`src/rtl/gpio_blink_pkg.sv`:
```
package gpio_blink_pkg;
  typedef enum logic [2:0] {
    RA_OUT   = 3'd0,
    RA_DIR   = 3'd1,
    RA_BLINK = 3'd2,
    RA_SEL   = 3'd3,
    RA_A_ON  = 3'd4,
    RA_A_OFF = 3'd5,
    RA_B_ON  = 3'd6,
    RA_B_OFF = 3'd7
  } reg_addr_e;

  localparam int unsigned NUM_SETS = 2;
endpackage

```
`src/rtl/gpio_blink_regs.sv`:
```
module gpio_blink_regs
  import gpio_blink_pkg::*;
#(
  parameter int unsigned NLINES = 8,
  parameter int unsigned DUR_W  = 16,
  parameter int unsigned DATA_W = 32
) (
  input  logic                             clk,
  input  logic                             rst,
  input  logic                             we,
  input  logic [2:0]                       addr,
  input  logic [DATA_W-1:0]                wdata,
  output logic [DATA_W-1:0]                rdata,
  output logic [NLINES-1:0]                out_q,
  output logic [NLINES-1:0]                dir_q,
  output logic [NLINES-1:0]                blink_q,
  output logic [NLINES-1:0]                sel_q,
  output logic [NUM_SETS-1:0][DUR_W-1:0]   on_q,
  output logic [NUM_SETS-1:0][DUR_W-1:0]   off_q
);
  localparam logic [DUR_W-1:0] DUR_ONE = DUR_W'(1);

  always_ff @(posedge clk) begin
    if (rst) begin
      out_q   <= '0;
      dir_q   <= '0;
      blink_q <= '0;
      sel_q   <= '0;
      on_q    <= {NUM_SETS{DUR_ONE}};
      off_q   <= {NUM_SETS{DUR_ONE}};
    end else if (we) begin
      case (reg_addr_e'(addr))
        RA_OUT:   out_q    <= wdata[NLINES-1:0];
        RA_DIR:   dir_q    <= wdata[NLINES-1:0];
        RA_BLINK: blink_q  <= wdata[NLINES-1:0];
        RA_SEL:   sel_q    <= wdata[NLINES-1:0];
        RA_A_ON:  on_q[0]  <= wdata[DUR_W-1:0];
        RA_A_OFF: off_q[0] <= wdata[DUR_W-1:0];
        RA_B_ON:  on_q[1]  <= wdata[DUR_W-1:0];
        RA_B_OFF: off_q[1] <= wdata[DUR_W-1:0];
        default:  ;
      endcase
    end
  end

  always_ff @(posedge clk) begin
    if (rst) begin
      rdata <= '0;
    end else begin
      case (reg_addr_e'(addr))
        RA_OUT:   rdata <= DATA_W'(out_q);
        RA_DIR:   rdata <= DATA_W'(dir_q);
        RA_BLINK: rdata <= DATA_W'(blink_q);
        RA_SEL:   rdata <= DATA_W'(sel_q);
        RA_A_ON:  rdata <= DATA_W'(on_q[0]);
        RA_A_OFF: rdata <= DATA_W'(off_q[0]);
        RA_B_ON:  rdata <= DATA_W'(on_q[1]);
        RA_B_OFF: rdata <= DATA_W'(off_q[1]);
        default:  rdata <= '0;
      endcase
    end
  end


  reset_clear_chk: assert property (@(posedge clk) disable iff (rst)
    $fell(rst) |-> (out_q == '0 && dir_q == '0 && blink_q == '0 && sel_q == '0
                    && on_q[0] == DUR_ONE && off_q[1] == DUR_ONE));
endmodule

```
`src/rtl/gpio_blink_timer.sv`:
```
module gpio_blink_timer #(
  parameter int unsigned DUR_W = 16
) (
  input  logic             clk,
  input  logic             rst,
  input  logic [DUR_W-1:0] cfg_on,
  input  logic [DUR_W-1:0] cfg_off,
  output logic             wave
);
  localparam logic [DUR_W-1:0] DUR_ONE = DUR_W'(1);

  logic [DUR_W-1:0] sh_on, sh_off, cnt, len;
  logic             phase, last;

  function automatic logic [DUR_W-1:0] at_least_one(input logic [DUR_W-1:0] v);
    return (v == '0) ? DUR_ONE : v;
  endfunction

  assign len  = phase ? sh_on : sh_off;
  assign last = (cnt == len - DUR_ONE);
  assign wave = phase;

  always_ff @(posedge clk) begin
    if (rst) begin
      phase  <= 1'b1;
      cnt    <= '0;
      sh_on  <= DUR_ONE;
      sh_off <= DUR_ONE;
    end else if (last) begin
      phase  <= ~phase;
      cnt    <= '0;
      sh_on  <= at_least_one(cfg_on);
      sh_off <= at_least_one(cfg_off);
    end else begin
      cnt <= cnt + DUR_ONE;
    end
  end


  dur_nonzero_chk: assert property (@(posedge clk) disable iff (rst)
    (sh_on != '0) && (sh_off != '0));

  mid_phase_hold_chk: assert property (@(posedge clk) disable iff (rst)
    !last |=> $stable(sh_on) && $stable(sh_off) && $stable(phase));

  cnt_bound_chk: assert property (@(posedge clk) disable iff (rst)
    cnt < len);
endmodule

```
`src/rtl/gpio_blink_padmux.sv`:
```
module gpio_blink_padmux
  import gpio_blink_pkg::*;
#(
  parameter int unsigned NLINES = 8
) (
  input  logic                clk,
  input  logic                rst,
  input  logic [NLINES-1:0]   out_q,
  input  logic [NLINES-1:0]   dir_q,
  input  logic [NLINES-1:0]   blink_q,
  input  logic [NLINES-1:0]   sel_q,
  input  logic [NUM_SETS-1:0] wave,
  output logic [NLINES-1:0]   pad_out,
  output logic [NLINES-1:0]   pad_oe
);
  logic [NLINES-1:0] level;

  for (genvar i = 0; i < NLINES; i++) begin : g_line
    assign level[i] = dir_q[i] & (blink_q[i] ? wave[sel_q[i]] : out_q[i]);
  end

  always_ff @(posedge clk) begin
    if (rst) begin
      pad_out <= '0;
      pad_oe  <= '0;
    end else begin
      pad_out <= level;
      pad_oe  <= dir_q;
    end
  end


  input_quiet_chk: assert property (@(posedge clk) disable iff (rst)
    1'b1 |=> (((pad_out | pad_oe) & ~$past(dir_q)) == '0));

  static_drive_chk: assert property (@(posedge clk) disable iff (rst)
    1'b1 |=> (((pad_out ^ $past(out_q)) & $past(dir_q & ~blink_q)) == '0));
endmodule

```
`src/rtl/gpio_blink_bank.sv`:
```
module gpio_blink_bank
  import gpio_blink_pkg::*;
#(
  parameter int unsigned NLINES = 8,
  parameter int unsigned DUR_W  = 16,
  parameter int unsigned DATA_W = 32
) (
  input  logic              clk,
  input  logic              rst,
  input  logic              reg_we,
  input  logic [2:0]        reg_addr,
  input  logic [DATA_W-1:0] reg_wdata,
  output logic [DATA_W-1:0] reg_rdata,
  output logic [NLINES-1:0] pad_out,
  output logic [NLINES-1:0] pad_oe
);
  logic [NLINES-1:0]               out_q, dir_q, blink_q, sel_q;
  logic [NUM_SETS-1:0][DUR_W-1:0]  on_q, off_q;
  logic [NUM_SETS-1:0]             wave;

  gpio_blink_regs #(.NLINES(NLINES), .DUR_W(DUR_W), .DATA_W(DATA_W)) u_regs (
    .clk(clk), .rst(rst), .we(reg_we), .addr(reg_addr), .wdata(reg_wdata),
    .rdata(reg_rdata), .out_q(out_q), .dir_q(dir_q), .blink_q(blink_q),
    .sel_q(sel_q), .on_q(on_q), .off_q(off_q)
  );

  for (genvar s = 0; s < NUM_SETS; s++) begin : g_set
    gpio_blink_timer #(.DUR_W(DUR_W)) u_timer (
      .clk(clk), .rst(rst), .cfg_on(on_q[s]), .cfg_off(off_q[s]), .wave(wave[s])
    );
  end

  gpio_blink_padmux #(.NLINES(NLINES)) u_pad (
    .clk(clk), .rst(rst), .out_q(out_q), .dir_q(dir_q), .blink_q(blink_q),
    .sel_q(sel_q), .wave(wave), .pad_out(pad_out), .pad_oe(pad_oe)
  );
endmodule

```
`config.mk`:
```
export PLATFORM = sky130hd
export DESIGN_NAME = gpio_blink_bank
export DESIGN_NICKNAME = d
export VERILOG_FILES = /design/src/rtl/gpio_blink_pkg.sv /design/src/rtl/gpio_blink_regs.sv /design/src/rtl/gpio_blink_timer.sv /design/src/rtl/gpio_blink_padmux.sv /design/src/rtl/gpio_blink_bank.sv
export SDC_FILE = /design/constraint.sdc
export NUM_CORES = 1
export LEC_CHECK = 0
export ABC_AREA = 1
export BUFFER_PORTS_ARGS = -buffer_cell sky130_fd_sc_hd__clkbuf_2
export CORE_ASPECT_RATIO = 0.6
export CORE_MARGIN = 3
export CORE_UTILIZATION = 55
export DETAILED_ROUTE_END_ITERATION = 8
export PLACE_DENSITY_LB_ADDON = 0.3
export SLEW_MARGIN = 20
export SYNTH_ARGS = -nofsm -noshare
export SYNTH_HDL_FRONTEND = slang
export SYNTH_HIERARCHICAL = 1
export SYNTH_SLANG_ARGS = --single-unit
```
`constraint.sdc`:
```
create_clock -name clk -period 5.7 [get_ports clk]
set_input_delay 0.855 -clock clk [delete_from_list [all_inputs] [get_ports clk]]
set_output_delay 0.855 -clock clk [all_outputs]
set_load 0.03 [all_outputs]
```
# After elaboration in Yosys (flattened, before gate mapping)

Index checks and enable logic that the tools add are counted.
Widths: inputs -> output; s select.

Bits in writable memories: 0
Bits of input ports: 38
Register bits after elaboration: 242
Bits in read-only memories: 0
Word-level logic and storage cells: 96
Latch bits: 0
Memories kept: 0
Output and inout port bits: 48

Reductions and logical operators: 15
Magnitude comparators: 8
Muxes and demuxes: 31
Add/sub/neg operators: 4
Equality and inequality tests: 9
Bitwise logic cells: 10
$mul: 0
Shift-type cells: 0
Div/mod/pow operators: 0

Operators with widths:

| kind                  | count |
|---|---|
| $pmux 32 s8           | 1 |
| $mux 16               | 6 |
| $logic_not 16->1      | 4 |
| $add 16x1->16 const B | 2 |
| $eq 16x16->1          | 2 |
| $sub 16x1->16 const B | 2 |
| $mux 1                | 24 |
| $lt 1x2->1 const B    | 8 |
| $reduce_and 2->1      | 8 |
| $eq 3x3->1 const B    | 4 |
| $and 1x1->1           | 8 |
| $eq 3x2->1 const B    | 2 |
| $reduce_or 2->1       | 2 |
| $eq 3x1->1 const B    | 1 |
| $logic_not 3->1       | 1 |
| $not 1->1             | 2 |

# Depth between registers and ports, before layout

Gate-level depths: netlist of the first run.

Depth after elaboration: 4
Mapped depth: 19
Mapped depth without buffers: 18

# Cells and area by module

The synthesis of the first run kept the hierarchy.

By module, submodules not included:

| module                              | sequential area each (µm²) | times used | area an instance (µm²) | cells an instance |
|---|---|---|---|---|
| gpio_blink_regs                     | 2242.2                     | 1          | 4720.8                 | 656 |
| gpio_blink_timer (g_set[1].u_timer) | 980.9                      | 1          | 3205.6                 | 512 |
| gpio_blink_timer (g_set[0].u_timer) | 980.9                      | 1          | 3115.5                 | 489 |
| gpio_blink_padmux                   | 320.3                      | 1          | 669.4                  | 99 |

# Worst setup path after synthesis of the first run

Ideal clock, no wire load.

Path kind: flip-flop to flip-flop
From: register g_set[0].u_timer.phase
To: register g_set[0].u_timer.phase
Path buffers: 2
Stages on the path, launching flop included: 18
Path slack: 3.513 ns
Library setup time: 0.134 ns
Required time: 5.566 ns
Arrival: 2.054 ns
Clock period less this slack: 2.187 ns
Cell sequence: dfxtp_1 -> buf_6 -> inv_4 -> nand2_1 -> nand2_1 -> ha_1 -> nand3_2 -> nor2_4 -> nand2_1 -> nor2_1 -> nor2_1 -> nor2_1 -> nand2_1 -> nor2_4 -> nand3_4 -> buf_2 -> nand2_1 -> nand3_1

Word-level cells in the longest chain between the ends: 3
Elaborated cells on any way between the ends: 4
Those cells by class: 1 x add/sub; 1 x eq/ne; 1 x mux; 1 x bitwise

RTL lines:

| item                     | RTL line               | source |
|---|---|---|
| start: declaration       | gpio_blink_timer.sv:13 | `logic phase, last;` |
| start signal: assignment | gpio_blink_timer.sv:30 | `phase <= ~phase;` |
| $mux 16                  | gpio_blink_timer.sv:19 | `assign len = phase ? sh_on : sh_off;` |
| $sub 16x1->16            | gpio_blink_timer.sv:20 | `assign last = (cnt == len - DUR_ONE);` |
| $eq 16x16->1             | gpio_blink_timer.sv:20 |  |

Parallel ways exist; a longest one is shown, timed or not.
A chain may end at the register's enable or synchronous reset.

# Worst setup path after layout of the first run

From: register g_set[1].u_timer.phase
To: register g_set[1].u_timer.cnt[7]

Word-level cells in the longest chain between the ends: 4

RTL lines:

| item                             | RTL line               | source |
|---|---|---|
| start: declaration               | gpio_blink_timer.sv:13 |  |
| start signal: assignment         | gpio_blink_timer.sv:30 |  |
| $mux 16                          | gpio_blink_timer.sv:19 |  |
| $sub 16x1->16                    | gpio_blink_timer.sv:20 |  |
| $eq 16x16->1                     | gpio_blink_timer.sv:20 |  |
| $reduce_or 2->1 (no source line) | n/a                    |  |
| end signal: assignment           | gpio_blink_timer.sv:35 | `cnt <= cnt + DUR_ONE;` |
| end: declaration                 | gpio_blink_timer.sv:12 | `logic [DUR_W-1:0] sh_on, sh_off, cnt, len;` |

No other way between the ends.

==> results of run 1 <==
critical path, stage by stage (launching register included):
cell and delay (ns):
dfxtp_1 0.30, buf_4 0.26, inv_2 0.37, nand2_1 0.14, nand2_1 0.11, nand3_1 0.24, nor2_1 0.31, nand2_1 0.08
nand2_1 0.12, nand2_1 0.06, nor2_1 0.09, nand2_1 0.10, nor2_4 0.42, nand3_4 0.46, nand2_4 0.39, a21oi_1 0.07
power groups by stage:
stage / Sequential, uW / Combinational, uW / Clock [uW]
after CTS: 1730 / 1460 / 1660
final: 1740 / 1480 / 1640
after floorplan: 1760 / 1280 / 0
after global placement: 1770 / 1410 / 0
after detailed placement: 1770 / 1450 / 0
after global routing: 1750 / 1660 / 1730
Yosys cell counts, drive strengths merged:
| cell type | n | area (sq um) |
|---|---|---|
| a21o | 4 | 30.0 |
| clkinv | 3 | 11.3 |
| clkbuf | 30 | 113 |
| o21ai | 110 | 551 |
| a21oi | 73 | 365 |
| nor3b | 1 | 7.51 |
| buf | 64 | 469 |
| nand3 | 192 | 1010 |
| xor2 | 28 | 245 |
| and2 | 8 | 50.1 |
| nand4 | 76 | 475 |
| inv | 175 | 659 |
| nand3b | 6 | 45.0 |
| dfxtp | 226 | 4520 |
| nor2 | 249 | 1080 |
| conb | 1 | 3.75 |
| nor4 | 16 | 100 |
| ha | 4 | 50.1 |
| xnor2 | 3 | 26.3 |
| or2 | 1 | 6.26 |
| nor3 | 7 | 35.0 |
| nand2 | 479 | 1850 |
final cells by class:
cell class	instances	area, sq um
inverters	178	671
flip-flops and latches	226	4520
well taps	273	342
clock buffers	29	658
clock inverters	11	168
multi-input cells	1273	5990
fillers	1890	7790
diodes	2	5.00
repair buffers	60	318
cell families (layout without fill, tap and decap cells):
logic type               after synthesis  count (layout)
adder cells (fa/ha/maj)                4               4
flip-flops                           226             226
AND/OR/NAND/NOR                     1035            1035
XOR/XNOR                              31              31
AO/OA/AOI/OAI                        187             187
buffers and inverters                272             278
other                                  1              18
sequential cells by signal, indices dropped and copies added, names as in the netlist:
register              cells
g_set.u_timer/sh_on      32
g_set.u_timer/sh_off     32
u_regs/sel_q              8
u_regs/out_q              8
u_pad/pad_out             8
u_regs/off_q             32
u_regs/blink_q            8
u_regs/dir_q              8
g_set.u_timer/cnt        32
u_pad/pad_oe              8
u_regs/on_q              32
u_regs/rdata             16
g_set.u_timer/wave        2
metrics by stage:
stage | util, % | hold WS, ns | setup slack, ns | instance area [sq um]
6_report | 61.9 | 0.468 | 2.03 | 12700
5_1_grt | 61.9 | 0.481 | 1.74 | 12700
4_1_cts | 61.9 | 0.463 | 2.08 | 12700
3_5_place_dp | 57.9 | 0.450 | 1.81 | 11800
3_3_place_gp | 57.9 | 0.447 | 1.93 | 11800
2_1_floorplan | - | 0.434 | 3.51 | 11800
per-layer routing:
| layer | GRT usage, % | part of all wire, % |
|---|---|---|
| met1 | 41.6 | 46 |
| met2 | 38.7 | 40 |
| met3 | 11.2 | 13 |
| met4 | 5.60 | 1.8 |
| met5 | 0 | 0 |
path summary, 6_finish.rpt:
kind                         start                      end
min                u_regs/out_q[1]          u_regs/out_q[1]
max          g_set[1].u_timer/wave  g_set[1].u_timer/cnt[7]
min reg2reg        u_regs/out_q[1]          u_regs/out_q[1]
max reg2reg  g_set[1].u_timer/wave  g_set[1].u_timer/cnt[7]
==> impl_metrics.ini, run 1 <==
[detailed_routing]
drc = 0
drt-wirelength-per-cell_um = 16.5
wirelength_um = 33800
first_iter_violations = 1290
dr_total_vias = 11600
first_pass_iters = 8
vias_per_cell = 5.64
ant_nets = 0

[global_routing]
grt_max_degree = 72
antenna_found_initial = 2
grt_usage_pct = 28.2
gr-total-overflow = 0
grt_pass1_wl_um = 53300
grt_pass1_vias = 10300

[power]
irDropWorstVdd_mv = 0.373
seq_power_share_pct = 35.8
p_switching_uw = 1810
p_per_area_nw_per_um2 = 383
switching_share_pct = 37.3
combPwrFrac_pct = 30.5
total_power_uw = 4850
intPower_uw = 3040
p_leak_uw = 0.00589
p_clk_share_pct = 33.7

[final_layout]
final_cell_mix = 465 x nand2_1, 226 x dfxtp_1, 210 x nor2_1, 186 x nand3_1, 161 x inv_1
drive_gt1_share_pct = 9.74
final_cells = 2052
area_growth_pct = 8.24
nets = 1803
final_common_cell = nand2_1

[floorplan]
ioPinCount = 86
core_area_sq_um = 20500
die_area_sq_um = 23100
die_y_um = 119
fp-row-count = 40
fp.dieW_um = 194
start_util_pct = 57.2

[logic_synthesis]
syn_area_sq_um = 11700
ys_seq_elements = 226
synth.distinct_cells = 36
avgSynthCellArea_sq_um = 6.67
synth_top_family_by_area = simple AND/OR/NAND/NOR gates
yosys.area_share.adder_pct = 0.427
synth_xor_area_share_pct = 2.32
seq_area_frac_synth_pct = 38.6
synthCells = 1756
synth_mux_area_share_pct = 0
ys_warn_count = 6
synth-compound-area-share_pct = 8.08
synth-simple-area-share_pct = 39.8

[worst_setup_path]
crit_path_max_fanout = 37
rr_worst_depth = 15
regToRegSetupSlack_ns = 2.03
cp.arrival_ns = 4.06
start_kind = flip-flop
critPathKind = flip-flop to flip-flop
critPathCaptureType = flip-flop
cp.required_ns = 6.09

[placement]
gp_congestion = 0.999
dp_hpwl_um = 24500
place_inst = 2010
port_buffers = 53

[clock_tree]
cts_buffer_depth = 3
clk_pin_slew_worst_paths_ns = 0.07
cts_tree = built
clk_latency_ns = 0.53
cts_hold_buf = 0
post_cts_resized = 0
h-tree-depth = 1
cts_setup_buffers = 0
cts-root-buf = clkbuf_16
clock-sinks = 226
cts-buffers-inserted = 22

[sta]
drv_slew = 0
finalSetupTns_ns = 0
rsz0062_at_grt = no
fin_crit_sh_pct = 64.4
worst_pin_slew_ns = 1.05
relSlewSlack_pct = 29.9
fmax_mhz = 272
hold_viol = 0
min_period_ns = 3.67
clock_skew_ns = 0.0226
finalSetupViolCount = 0

[min_path]
hold_class = flip-flop to flip-flop
holdPathStages = 2

[run_status]
outcome = complete, no violations

[run]
drv_cap = 0
No activity file was read; power rests on OpenSTA's default activity.
==> run 2: changes to the inputs <==
==> constraint.sdc (replaced) <==
create_clock -name clk -period 3 [get_ports clk]
set_input_delay 0.45 -clock clk [delete_from_list [all_inputs] [get_ports clk]]
set_output_delay 0.45 -clock clk [all_outputs]
set_load 0.03 [all_outputs]
==> impl_metrics.ini, run 2 (synthesis gave the netlist of run 1 again) <==
[sta]
hold_viol = 0
relSlewSlack_pct = 27.5
fmax_mhz = 383
finalSetupViolCount = 0
drv_slew = 0
fin_crit_sh_pct = 87.1
clock_skew_ns = 0.0325
finalSetupTns_ns = 0
worst_pin_slew_ns = 1.09
min_period_ns = 2.61
rsz0062_at_grt = no

[floorplan]
die_area_sq_um = 23100
die_y_um = 119
fp.dieW_um = 194
fp-row-count = 40
core_area_sq_um = 20500
start_util_pct = 57.2
ioPinCount = 86

[run_status]
outcome = complete, no violations

[global_routing]
grt_max_degree = 60
grt_usage_pct = 29.0
grt_pass1_wl_um = 54900
gr-total-overflow = 0
grt_pass1_vias = 10500
antenna_found_initial = 0

[clock_tree]
cts_tree = built
clk_latency_ns = 0.53
clk_pin_slew_worst_paths_ns = 0.07
h-tree-depth = 1
clock-sinks = 226
cts_hold_buf = 0
cts_buffer_depth = 3
cts-buffers-inserted = 22
cts-root-buf = clkbuf_16

[placement]
dp_hpwl_um = 25400
gp_congestion = 0.983
port_buffers = 53

[detailed_routing]
ant_nets = 0
first_pass_iters = 6
wirelength_um = 34200
first_iter_violations = 1552
vias_per_cell = 5.64
drc = 0
dr_total_vias = 11700
drt-wirelength-per-cell_um = 16.4

[worst_setup_path]
critPathCaptureType = flip-flop
crit_path_max_fanout = 36
cp.required_ns = 3.40
regToRegSetupSlack_ns = 0.39
r2r_start = g_set[1].u_timer/wave
reg2reg_to = g_set[1].u_timer/sh_off[3]
start_kind = flip-flop
rr_worst_depth = 15
cp.arrival_ns = 3.01
critPathKind = flip-flop to flip-flop

[power]
p_leak_uw = 0.00598
p_clk_share_pct = 30.1
combPwrFrac_pct = 33.1
seq_power_share_pct = 36.8
intPower_uw = 5550
p_switching_uw = 3440
irDropWorstVdd_mv = 0.495
switching_share_pct = 38.3
p_per_area_nw_per_um2 = 704

[min_path]
min_to = u_regs/off_q[25]
holdPathStages = 3
hold_start = reg_wdata[9]
hold_class = input port to flip-flop

[final_layout]
antenna_cells = 0
area_growth_pct = 9.05
nets = 1832
final_cell_mix = 465 x nand2_1, 226 x dfxtp_1, 210 x nor2_1, 186 x nand3_1, 161 x inv_1
fin_util_pct = 62.4
drive_gt1_share_pct = 10.9
final_common_cell = nand2_1

[run]
drv_cap = 0
-- run 2: worst max path at each step --
stage	to	start	slack (ns)
6_report	g_set[1].u_timer/sh_off[3]	g_set[1].u_timer/wave	0.39
5_1_grt	g_set[0].u_timer/sh_on[15]	g_set[0].u_timer/wave	0.04
4_1_cts	g_set[0].u_timer/sh_on[15]	g_set[0].u_timer/wave	0.29
3_5_place_dp	g_set[1].u_timer/sh_on[10]	g_set[1].u_timer/wave	0.33
3_3_place_gp	g_set[1].u_timer/sh_on[0]	g_set[1].u_timer/wave	0.40
2_1_floorplan	g_set[0].u_timer/wave	g_set[0].u_timer/wave	0.81
-- run 2: critical path, cell delays in order (launching register included) --
cell and delay, ns:
dfxtp_1 0.46, inv_2 0.16, buf_4 0.22, nand2_1 0.08, nand2_1 0.09, nor2_2 0.14
nand2_1 0.12, o21ai_0 0.28, nand3_1 0.11, nand2_1 0.15, inv_2 0.06, nor2_4 0.14
nand3_4 0.10, buf_6 0.21, nor2_1 0.12, nor2_1 0.05
-- run 2: final cells by class --
type	count	area (sq um)
Clock inverter	9	86.3
Inverter	178	671
Multi-Input combinational cell	1273	5990
Tap cell	273	342
Sequential cell	226	4520
Clock buffer	30	611
Timing Repair Buffer	89	547
Fill cell	1937	7700
-- run 2: power groups by stage --
stage                     clock (uW)  sequential [uW]  combinational (uW)
after detailed placement           0             3370                2890
after global placement             0             3370                2820
after floorplan                    0             3350                2440
after global routing            2880             3330                3320
after CTS                       2740             3300                2900
final                           2710             3310                2980
-- run 2: per-stage QoR --
stage          area (sq um)  total power [uW]  instances  hold slack [ns]  setup WS [ns]
3_3_place_gp          12100              6180       2039            0.449          0.398
6_report              12800              8990       2078            0.205          0.387
3_5_place_dp          12100              6260       2039            0.454          0.326
5_1_grt               12800              9530       2078            0.203         0.0352
4_1_cts               12800              8950       2078            0.186          0.289
2_1_floorplan         11800              5790       1771            0.434          0.813
-- run 2: per-layer routing --
metal / global-route usage [%] / routed length (um) / up-vias
met1: 42.8 / 15500 / 5400
met4: 5.47 / 533 / 0
met2: 41.1 / 13600 / 578
li1: - / - / 5697
met3: 10.0 / 4500 / 45
met5: 0 / 0 / -
-- run 2: timing repair --
action / in CTS / in global routing
resized for setup: 0 / 3
setup endpoints to repair: 0 / 3
setup buffers: 0 / 0
